## src/rtl/rx_wb_pkg.sv

```systemverilog
package rx_wb_pkg;

  // Descriptors from first up to the last line boundary that the group reaches.
  function automatic int unsigned line_span(input int unsigned first,
                                            input int unsigned cnt,
                                            input int unsigned per_line);
    int unsigned stop;
    int unsigned bound;
    stop  = first + cnt;
    bound = stop - (stop % per_line);
    return (bound > first) ? (bound - first) : 0;
  endfunction

  // Advance a ring index by step slots, wrapping at len.
  function automatic int unsigned ring_adv(input int unsigned first,
                                           input int unsigned step,
                                           input int unsigned len);
    int unsigned s;
    s = first + step;
    return (s >= len) ? (s - len) : s;
  endfunction

endpackage

```

## src/rtl/rx_wb_decide.sv

```systemverilog
module rx_wb_decide #(
  parameter int IDX_W     = 8,
  parameter int LEN_W     = 9,
  parameter int THR_W     = 6,
  parameter int LINE_DESC = 4
) (
  input  logic [IDX_W-1:0] pend_start,
  input  logic [LEN_W-1:0] pend_cnt,
  input  logic [LEN_W-1:0] ring_len,
  input  logic [THR_W-1:0] wthresh,
  input  logic             tmr_flag,
  input  logic             busy,
  output logic             issue,
  output logic [LEN_W-1:0] issue_cnt,
  output logic             wrap_hit
);
  import rx_wb_pkg::*;

  logic             have;
  logic             thr_hit;
  logic             forced_hit;
  logic             line_hit;
  logic [LEN_W-1:0] chunk;
  logic [LEN_W:0]   reach;

  always_comb begin
    reach      = (LEN_W+1)'(pend_start) + (LEN_W+1)'(pend_cnt);
    have       = (pend_cnt != '0);
    wrap_hit   = have && (reach >= (LEN_W+1)'(ring_len));
    thr_hit    = (wthresh != '0) && (32'(pend_cnt) >= 32'(wthresh));
    forced_hit = have && (thr_hit || tmr_flag);
    chunk      = LEN_W'(line_span(32'(pend_start), 32'(pend_cnt), LINE_DESC));
    line_hit   = (chunk != '0);
    issue      = !busy && (wrap_hit || forced_hit || line_hit);
    if (wrap_hit)        issue_cnt = ring_len - LEN_W'(pend_start);
    else if (forced_hit) issue_cnt = pend_cnt;
    else                 issue_cnt = chunk;
  end

endmodule

```

## src/rtl/rx_wb_pending.sv

```systemverilog
module rx_wb_pending #(
  parameter int IDX_W = 8,
  parameter int LEN_W = 9
) (
  input  logic             clk,
  input  logic             rst_n,
  input  logic             desc_done,
  input  logic             expire,
  input  logic             issue,
  input  logic             wrap_hit,
  input  logic [LEN_W-1:0] issue_cnt,
  input  logic [LEN_W-1:0] ring_len,
  output logic [IDX_W-1:0] pend_start,
  output logic [LEN_W-1:0] pend_cnt,
  output logic             tmr_flag
);
  import rx_wb_pkg::*;

  logic [IDX_W-1:0] start_d;
  logic [LEN_W-1:0] cnt_d;
  logic [LEN_W-1:0] taken;
  logic             keep;
  logic             flag_d;

  always_comb begin
    taken   = issue ? issue_cnt : '0;
    cnt_d   = pend_cnt - taken + LEN_W'(desc_done);
    start_d = issue ? IDX_W'(ring_adv(32'(pend_start), 32'(issue_cnt), 32'(ring_len)))
                    : pend_start;
    keep    = tmr_flag && !(issue && !wrap_hit);
    flag_d  = (keep || expire) && (cnt_d != '0);
  end

  always_ff @(posedge clk) begin
    if (!rst_n) begin
      pend_start <= '0;
      pend_cnt   <= '0;
      tmr_flag   <= 1'b0;
    end else begin
      pend_start <= start_d;
      pend_cnt   <= cnt_d;
      tmr_flag   <= flag_d;
    end
  end

endmodule

```

## src/rtl/rx_wb_req.sv

```systemverilog
module rx_wb_req #(
  parameter int IDX_W = 8,
  parameter int LEN_W = 9
) (
  input  logic             clk,
  input  logic             rst_n,
  input  logic             issue,
  input  logic [IDX_W-1:0] issue_start,
  input  logic [LEN_W-1:0] issue_cnt,
  input  logic             ack,
  output logic             req_vld,
  output logic [IDX_W-1:0] req_start,
  output logic [LEN_W-1:0] req_cnt
);

  always_ff @(posedge clk) begin
    if (!rst_n) begin
      req_vld   <= 1'b0;
      req_start <= '0;
      req_cnt   <= '0;
    end else if (issue) begin
      req_vld   <= 1'b1;
      req_start <= issue_start;
      req_cnt   <= issue_cnt;
    end else if (req_vld && ack) begin
      req_vld   <= 1'b0;
    end
  end

endmodule

```

## src/rtl/rx_wb_coalescer.sv

```systemverilog
module rx_wb_coalescer #(
  parameter int RING_MAX   = 256,
  parameter int DESC_BYTES = 16,
  parameter int LINE_BYTES = 64,
  parameter int THR_W      = 6
) (
  input  logic                        clk,
  input  logic                        rst_n,
  input  logic                        desc_done,
  input  logic [$clog2(RING_MAX):0]   ring_len,
  input  logic [THR_W-1:0]            wthresh,
  input  logic                        dly_expire,
  input  logic                        abs_expire,
  input  logic                        wb_ack,
  output logic                        wb_req,
  output logic [$clog2(RING_MAX)-1:0] wb_start,
  output logic [$clog2(RING_MAX):0]   wb_count
);
  localparam int IDX_W     = $clog2(RING_MAX);
  localparam int LEN_W     = IDX_W + 1;
  localparam int LINE_DESC = LINE_BYTES / DESC_BYTES;

  logic [IDX_W-1:0] pend_start;
  logic [LEN_W-1:0] pend_cnt;
  logic             tmr_flag;
  logic             issue;
  logic             wrap_hit;
  logic [LEN_W-1:0] issue_cnt;
  logic             expire;

  assign expire = dly_expire | abs_expire;

  rx_wb_decide #(
    .IDX_W(IDX_W), .LEN_W(LEN_W), .THR_W(THR_W), .LINE_DESC(LINE_DESC)
  ) u_decide (
    .pend_start(pend_start),
    .pend_cnt  (pend_cnt),
    .ring_len  (ring_len),
    .wthresh   (wthresh),
    .tmr_flag  (tmr_flag),
    .busy      (wb_req),
    .issue     (issue),
    .issue_cnt (issue_cnt),
    .wrap_hit  (wrap_hit)
  );

  rx_wb_pending #(.IDX_W(IDX_W), .LEN_W(LEN_W)) u_pending (
    .clk       (clk),
    .rst_n     (rst_n),
    .desc_done (desc_done),
    .expire    (expire),
    .issue     (issue),
    .wrap_hit  (wrap_hit),
    .issue_cnt (issue_cnt),
    .ring_len  (ring_len),
    .pend_start(pend_start),
    .pend_cnt  (pend_cnt),
    .tmr_flag  (tmr_flag)
  );

  rx_wb_req #(.IDX_W(IDX_W), .LEN_W(LEN_W)) u_req (
    .clk        (clk),
    .rst_n      (rst_n),
    .issue      (issue),
    .issue_start(pend_start),
    .issue_cnt  (issue_cnt),
    .ack        (wb_ack),
    .req_vld    (wb_req),
    .req_start  (wb_start),
    .req_cnt    (wb_count)
  );

endmodule

```

## config.mk

```make
export PLATFORM = sky130hd
export DESIGN_NAME = rx_wb_coalescer
export DESIGN_NICKNAME = d
export VERILOG_FILES = /design/src/rtl/rx_wb_pkg.sv /design/src/rtl/rx_wb_decide.sv /design/src/rtl/rx_wb_pending.sv /design/src/rtl/rx_wb_req.sv /design/src/rtl/rx_wb_coalescer.sv
export SDC_FILE = /design/constraint.sdc
export NUM_CORES = 1
export LEC_CHECK = 0
export ABC_CLOCK_PERIOD_IN_PS = 6600
export CAP_MARGIN = 20
export CORE_ASPECT_RATIO = 1.75
export CORE_MARGIN = 2
export CORE_UTILIZATION = 53
export CTS_CLUSTER_SIZE = 25
export DETAILED_ROUTE_END_ITERATION = 12
export DONT_BUFFER_PORTS = 1
export PLACE_DENSITY = 0.77
export RECOVER_POWER = 50
export SYNTH_ARGS = -nofsm -noshare
export SYNTH_HDL_FRONTEND = slang
export SYNTH_SLANG_ARGS = --single-unit
```

## constraint.sdc

```tcl
create_clock -name clk -period 6.6 [get_ports clk]
set_clock_uncertainty 0.2 [all_clocks]
set_input_delay 1.32 -clock clk [delete_from_list [all_inputs] [get_ports clk]]
set_output_delay 1.32 -clock clk [all_outputs]
set_load 0.1 [all_outputs]
```

## Word-level counts from Yosys, hierarchy flattened

Index checks and enable logic that the tools add are counted.

- Flip-flop bits (word level): 36
- Output and inout port bits: 18
- Word-level logic and storage cells: 47

- Add/subtract/negate cells: 9
- Magnitude comparators: 4
- Mux-type cells: 7
- Bitwise logic cells: 1
- Reduce and logical (&&, ||, !) cells: 20

Operators with widths:

| kind | count |
|---|---|
| 9-bit two-way mux | 4 |
| 32-bit by 8-bit greater-than comparator with 1-bit output | 1 |
| 8-bit by 9-bit adder with 10-bit output | 3 |
| 9-bit nonzero test | 3 |
| 10-bit by 9-bit >= comparator with 1-bit output | 2 |
| 9-bit by 8-bit subtractor with 9-bit output | 2 |
| 10-bit by 2-bit subtractor with 11-bit output | 1 |
| 9-bit by 1-bit adder with 9-bit output | 1 |
| 9-bit by 6-bit >= comparator with 1-bit output | 1 |
| 9-bit subtractor | 1 |
| 1-bit logical AND | 8 |
| 8-bit two-way mux | 1 |
| 8-bit subtractor | 1 |
| 6-bit nonzero test | 1 |
| 1-bit logical OR | 4 |
| 1-bit logical NOT | 3 |
| 1-bit two-way mux | 2 |
| 2-bit nonzero test | 1 |
| 1-bit OR | 1 |

## Depth between registers and ports, before layout

Gate-level depths: netlist of run 1.

- Depth after elaboration: 12
- Mapped depth: 32
- Mapped depth without buffers: 31

## Hierarchy

Synthesis of run 1 repeated with hierarchy kept, for this count alone.

- Cells, all modules: 540
- Area, all modules: 4484.3 um^2

Modules (own cells, without submodules):

| module | instances | cells each | area each (um^2) | sequential area each (um^2) |
|---|---|---|---|---|
| rx_wb_decide | 1 | 257 | 1910.6 | 0.0 |
| rx_wb_pending | 1 | 225 | 1881.8 | 360.3 |
| rx_wb_req | 1 | 57 | 685.7 | 360.3 |
| rx_wb_coalescer | 1 | 1 | 6.3 | 0.0 |

## Least setup slack after synthesis of run 1

No wires, ideal clock.

- Path kind: reg2reg
- Start point: reg u_pending.pend_start[0]
- End point: reg u_pending.pend_start[4]
- Library setup time: 74 ps
- Arrival: 6454 ps
- Data required time: 6326 ps
- Setup slack: -128 ps
- Stages on the path, launching flop included: 32
- Path buffers: 1
- Clock period less this slack: 6728 ps
- Path through: dfxtp_1 ha_1 fa_1 a21o_1 a21oi_1 xnor2_1 ha_1 a21o_1 a2111oi_2 o21ai_1 a311o_1 and2_4 clkbuf_1 a221o_1 and2_1 ha_1 inv_1 fa_1 nor2b_1 o21ai_0 a21boi_0 o21a_1 nor2_1 o21bai_1 a21oi_1 xnor2_1 ha_1 o2111ai_1 and4b_1 nor2b_1 or4_1 a31oi_1

- Word-level cells in the longest chain between the ends: 9
- Elaborated cells on any way between the ends: 19
- Classes of those cells: add/sub: 7; order compare: 3; mux: 4; reduce/logical: 5

RTL lines:

| item | line | text |
|---|---|---|
| start: declaration | rx_wb_pending.sv:13 | `output logic [IDX_W-1:0] pend_start,` |
| start signal: assignment | rx_wb_pending.sv:40 | `pend_start <= start_d;` |
| 8-bit by 9-bit adder with 10-bit output | rx_wb_pkg.sv:9, rx_wb_decide.sv:27 |  |
| 10-bit by 2-bit subtractor with 11-bit output | rx_wb_pkg.sv:10 | `bound = stop - (stop % per_line);` |
| 32-bit by 8-bit greater-than comparator with 1-bit output or 9-bit by 8-bit subtractor with 9-bit output (tied branches) | rx_wb_pkg.sv:11 | `return (bound > first) ? (bound - first) : 0;` |
| 9-bit two-way mux | rx_wb_pkg.sv:11 |  |
| 9-bit two-way mux | rx_wb_decide.sv:36 | `else if (forced_hit) issue_cnt = pend_cnt;` |
| 9-bit two-way mux * | rx_wb_decide.sv:35 | `if (wrap_hit) issue_cnt = ring_len - LEN_W'(pend_start);` |
| via issue_cnt[0] | rx_wb_coalescer.sv:28 | `logic [LEN_W-1:0] issue_cnt;` |
| 8-bit by 9-bit adder with 10-bit output * | rx_wb_pkg.sv:19 | `s = first + step;` |
| 8-bit subtractor or 10-bit by 9-bit >= comparator with 1-bit output (tied branches) | rx_wb_pkg.sv:20 | `return (s >= len) ? (s - len) : s;` |
| 8-bit two-way mux * | rx_wb_pkg.sv:20 |  |

Mark *: on every way through the listed nets, which the timed path passes. The rest lies on a longest branch.
A chain may end at the register's enable or synchronous reset.

## Worst setup path after layout of run 1

Same ends and word-level chain as after synthesis.

==> results.py, run 1 <==
metrics = {
    "outcome": {
        "status": "complete, but fails checks",
        "violations": "negative setup slack",
    },
    "worst_setup_path": {
        "crit_required_ns": 6.61,
        "crit_fanout": 7,
        "slowest_delay_ns": 0.54,
        "setup.worst_path.start_class": "flip-flop",
        "crit_type": "flip-flop to flip-flop",
        "r2r_slack_ns": -0.01,
        "arrival_ns": 6.62,
        "cp-end-kind": "flip-flop",
        "cpMaxStageDelayCell": "or4_4",
    },
    "sta": {
        "rsz0062_at_grt": "true",
        "period_minus_slack_ns": 6.61,
        "layout_setup_ws_ns": -0.00960,
        "finalHoldViolCount": 0,
        "maxSlewViolCount": 0,
        "hold_ws_ns": 0.474,
        "max_freq_mhz": 151,
        "setup_viol": 1,
        "tightestPinTransition_ns": 1.17,
        "slew-limit-headroom": 0.217,
        "fin_crit_sh": 1.00,
    },
    "detailed_routing": {
        "vias": 4331,
        "drt_pass1_iterations": 5,
        "drt_iter0_markers": 352,
        "totalWireLength_mm": 14.1,
        "drc": 0,
        "drtAntennaViolNets": 0,
        "routed_via_density": 6.71,
        "drt-wirelength-per-cell_um": 21.9,
    },
    "final_layout": {
        "nets": 653,
        "syn_to_final_growth_pct": 18.8,
        "diodes": 0,
        "fin_util": 0.651,
        "final_cell_mix": "ha_1 (66), inv_1 (44), buf_4 (44), nor2_1 (34), dfxtp_1 (33)",
        "layout_commonest_cell": "ha_1",
        "drive_gt1_frac": 0.189,
        "fillers": 618,
    },
    "die": {
        "die_h_um": 121,
        "die_area_um2": 8630,
        "io_pins": 39,
        "start_util": 0.548,
        "fp.dieW_um": 71.1,
        "coreArea_um2": 7620,
        "rows": 42,
    },
    "grt": {
        "grt_pass1_vias": 4235,
        "grt_util_all_layers": 0.311,
        "antenna_found_initial": 0,
        "grt_overflow": 0,
        "grt_max_degree": 42,
        "grt_pass1_wl_mm": 20.7,
    },
    "synthesis": {
        "synthCells": 517,
        "yosysWarnings": 0,
        "yosysSeqAreaShare": 0.173,
        "syn-num-nets": 614,
        "synth_seq_cells": 36,
        "synth_cell_types": 58,
        "postSynth.asyncResetShare": 0,
        "synth_ff_type": "dfxtp_1",
        "avgSynthCellArea_um2": 8.08,
        "synth_edf_count": 0,
        "syn_area_um2": 4180,
    },
    "clock_network": {
        "postCtsHoldBufs": 0,
        "cts_tree": "yes",
        "cts_buffers": 5,
        "clk_latency_ns": 0.28,
        "root_buffer": "clkbuf_16",
        "path_clk_slew_ns": 0.06,
        "numClockSinks": 36,
        "htreeDepth": 2,
        "cts_buffer_depth": 2,
    },
    "hold_path": {
        "worstHoldPathType": "flip-flop to flip-flop",
    },
    "placed_design": {
        "portBuffers": 0,
        "dpl.hpwl_mm": 10.8,
        "place_congestion": 0.965,
        "post-place-ws_ns": -0.0978,
    },
    "job": {
        "cap_violations": 0,
    },
}
-- metal layers --
layer | GRT usage | wire length (um) | vias up
li1 | - | - | 1980
met1 | 0.312 | 4710 | 2000
met2 | 0.547 | 6950 | 246
met3 | 0.0515 | 933 | 105
met4 | 0.258 | 1530 | 0
met5 | 0 | 0 | -
-- state kept, by name (all words and copies together), names as in the netlist --
signal and count:
u_pending.pend_cnt 9, u_pending.pend_start 8, u_pending.tmr_flag 1, u_req.req_cnt 9, u_req.req_start 8, u_req.req_vld 1
-- worst max-delay path, delay by kind of cell, from the launching register on --
kind,cells,cell delay (ns)
flip-flops,1,0.34
AND/OR/NAND/NOR,6,1.40
buffers and inverters,1,0.05
adder cells (fa/ha/maj),6,1.56
AO/OA/AOI/OAI,15,2.77
XOR/XNOR,2,0.23
-- area by class of cell --
| type | count | area [um^2] | area share |
|---|---|---|---|
| timing repair buffer | 45 | 344 | 0.0693 |
| tap | 88 | 110 | 0.0222 |
| clock inverter | 2 | 13.8 | 0.00277 |
| sequential | 36 | 724 | 0.146 |
| clock buffer | 6 | 139 | 0.0280 |
| inverter | 45 | 169 | 0.0340 |
| multi-input combinational | 423 | 3460 | 0.698 |
-- metrics by stage --
stage                     cell area (um^2)  setup TNS (ns)  instances
after floorplan                       4180               0        517
after global placement                4510               0        627
after detailed placement              4510          -0.105        627
after CTS                             4680               0        635
after global routing                  4960          -0.596        645
final                                 4960        -0.00960        645
-- cells in the mapped netlist (5+ instances only) --
library cell / instances / area [um^2]
a211oi_1: 8 / 60.1
a21o_1: 13 / 97.6
a21oi_1: 37 / 185
a22oi_1: 6 / 45.0
a31oi_1: 8 / 50.1
and2_1: 8 / 50.1
clkbuf_1: 10 / 37.5
dfxtp_1: 36 / 721
fa_1: 5 / 100
ha_1: 71 / 888
inv_1: 45 / 169
mux2i_1: 9 / 90.1
nand2_1: 20 / 75.1
nand2b_1: 13 / 81.3
nand3_1: 18 / 90.1
nor2_1: 35 / 131
nor2b_1: 7 / 43.8
nor3_1: 11 / 55.1
o211ai_1: 12 / 90.1
o21a_1: 7 / 52.6
o21ai_0: 29 / 145
or4_1: 5 / 37.5
xnor2_1: 26 / 228
xor2_1: 14 / 123
-- kinds of logic after synthesis --
group,after synthesis,synth area share
fa+ha+maj,76,0.237
simple gates,140,0.173
flops,36,0.173
mux,10,0.0243
xor+xnor,40,0.0839
buf+inv,58,0.0527
compound gates,157,0.257
-- timing repair --
item | in CTS | in global routing
pin swaps | 1 | 24
setup endpoints to repair | 8 | 9
gates resized for setup | 8 | 44
setup buffers | 0 | 10
-- final timing paths --
| kind | startpoint | endpoint | cells after the start |
|---|---|---|---|
| worst max-delay path | u_pending.pend_start[0] | u_pending.pend_start[4] | 30 |
| worst min-delay path | u_pending.pend_start[2] | u_pending.pend_start[2] | 3 |
| worst max register to register | u_pending.pend_start[0] | u_pending.pend_start[4] | 30 |
| worst min register to register | u_pending.pend_start[2] | u_pending.pend_start[2] | 3 |
Power of run 1 is left out: the tool's default activity adds up to more than one toggle a clock period on the data nets, which glitch-free logic cannot reach.
==> run 2, diff against run 1 <==
CTS_CLUSTER_DIAMETER = 60   (was unset)
GPL_TIMING_DRIVEN = 0   (was unset)
==> results.py, run 2 (same netlist as run 1, synthesis figures left out) <==
metrics = {
    "final_layout": {
        "final_cell_mix": "ha_1 (65), inv_1 (44), nor2_1 (34), a21oi_1 (32), buf_4 (31)",
        "layout_commonest_cell": "ha_1",
        "final_cells": 642,
        "drive_gt1_frac": 0.188,
        "nets": 650,
        "diodes": 0,
        "reg.largest.list": "u_pending.pend_cnt x9, u_req.req_cnt x9",
        "syn_to_final_growth_pct": 18.0,
    },
    "worst_setup_path": {
        "cp.buffers_inverters": 4,
        "setup.worst_path.start_class": "flip-flop",
        "crit_fanout": 7,
        "cp_common_cell": "buf_4",
        "cp-end-kind": "flip-flop",
        "crit_required_ns": 6.54,
        "arrival_ns": 6.52,
        "slowest_delay_ns": 0.42,
        "crit_type": "flip-flop to flip-flop",
        "path_delay_family": "compound AO/OA/AOI/OAI gates",
        "cpMaxStageDelayCell": "dfxtp_2",
    },
    "clock_network": {
        "numClockSinks": 36,
        "cts_buffer_depth": 2,
        "postCtsHoldBufs": 0,
        "cts_buffers": 5,
        "path_clk_slew_ns": 0.06,
        "htreeDepth": 2,
        "root_buffer": "clkbuf_16",
        "cts_tree": "yes",
        "clk_latency_ns": 0.28,
    },
    "die": {
        "fp.dieW_um": 71.1,
        "die_h_um": 121,
        "die_area_um2": 8630,
        "coreArea_um2": 7620,
        "start_util": 0.548,
        "rows": 42,
        "io_pins": 39,
    },
    "sta": {
        "rsz0062_at_grt": "true",
        "max_freq_mhz": 152,
        "maxSlewViolCount": 0,
        "period_minus_slack_ns": 6.58,
        "tightestPinTransition_ns": 1.16,
        "setup_viol": 0,
        "finalHoldViolCount": 0,
        "hold_ws_ns": 0.400,
        "finalSetupTns_ns": 0,
        "slew-limit-headroom": 0.226,
        "layout_setup_ws_ns": 0.0170,
        "fin_crit_sh": 0.997,
    },
    "grt": {
        "grt_overflow": 0,
        "antenna_found_initial": 0,
        "grt_pass1_vias": 4085,
        "grt_max_degree": 13,
        "grt_pass1_wl_mm": 19.9,
        "grt_util_all_layers": 0.295,
    },
    "placed_design": {
        "dpl.hpwl_mm": 9.89,
        "portBuffers": 0,
        "post-place-ws_ns": -0.925,
        "place_congestion": 0.946,
        "dp.cells": 605,
    },
    "detailed_routing": {
        "totalWireLength_mm": 12.9,
        "drt_pass1_iterations": 5,
        "drt_iter0_markers": 339,
        "drtAntennaViolNets": 0,
        "drc": 0,
        "routed_via_density": 6.55,
        "drt-wirelength-per-cell_um": 20.2,
        "vias": 4205,
    },
    "job": {
        "cap_violations": 0,
    },
    "outcome": {
        "status": "completed",
    },
    "hold_path": {
        "worstHoldPathType": "flip-flop to flip-flop",
    },
}
-- run 2: cell count changes in the layout (fill, tap and decap cells not counted), sizes merged --
cell    delta
inv        -1
buf       -10
clkinv     +2
clkbuf     +6
-- run 2: layout make-up --
| cell class | count | area, um^2 |
|---|---|---|
| sequential | 36 | 743 |
| clock buffer | 5 | 125 |
| inverter | 45 | 169 |
| buffer | 11 | 56.3 |
| timing repair buffer | 31 | 233 |
| multi-input combinational | 423 | 3470 |
| clock inverter | 3 | 18.8 |
| tap | 88 | 110 |
| fill | 657 | 2690 |
-- run 2: worst paths after layout --
| check | slack (ns) | start | endpoint | cells past startpoint |
|---|---|---|---|---|
| max | 0.02 | u_pending.pend_start[4] | u_pending.pend_start[3] | 30 |
| max reg2reg | 0.02 | u_pending.pend_start[4] | u_pending.pend_start[3] | 30 |
| min reg2reg | 0.40 | u_pending.pend_start[2] | u_pending.pend_start[2] | 2 |
| min | 0.40 | u_pending.pend_start[2] | u_pending.pend_start[2] | 2 |
-- run 2: repair_timing --
item                       4_1_cts  5_1_grt
setup endpoints to repair       10       10
resized for setup               46       29
buffers inserted                18       13
pin swaps                       24       37
-- run 2: worst reg2reg max path, delay by kind of cell, from the launching register on --
family / cells / cell delay (ns)
fa+ha+maj: 5 / 1.54
simple gates: 7 / 1.18
compound gates: 12 / 2.23
flops: 1 / 0.42
buf+inv: 4 / 0.53
xor+xnor: 2 / 0.34
-- run 2: layer usage --
layer,track usage,routed length [um],part of all wire
met5,0,0,0
met4,0.164,866,0.067
met3,0.0382,608,0.047
met2,0.541,6780,0.52
met1,0.317,4680,0.36
-- run 2: through the flow --
stage | instance area (um^2) | util
global placement | 4290 | 0.563
finish | 4930 | 0.646
floorplan | 4180 | -
global route | 4930 | 0.646
detailed placement | 4290 | 0.563
CTS | 4720 | 0.620
Power of run 2 is left out for the same reason.
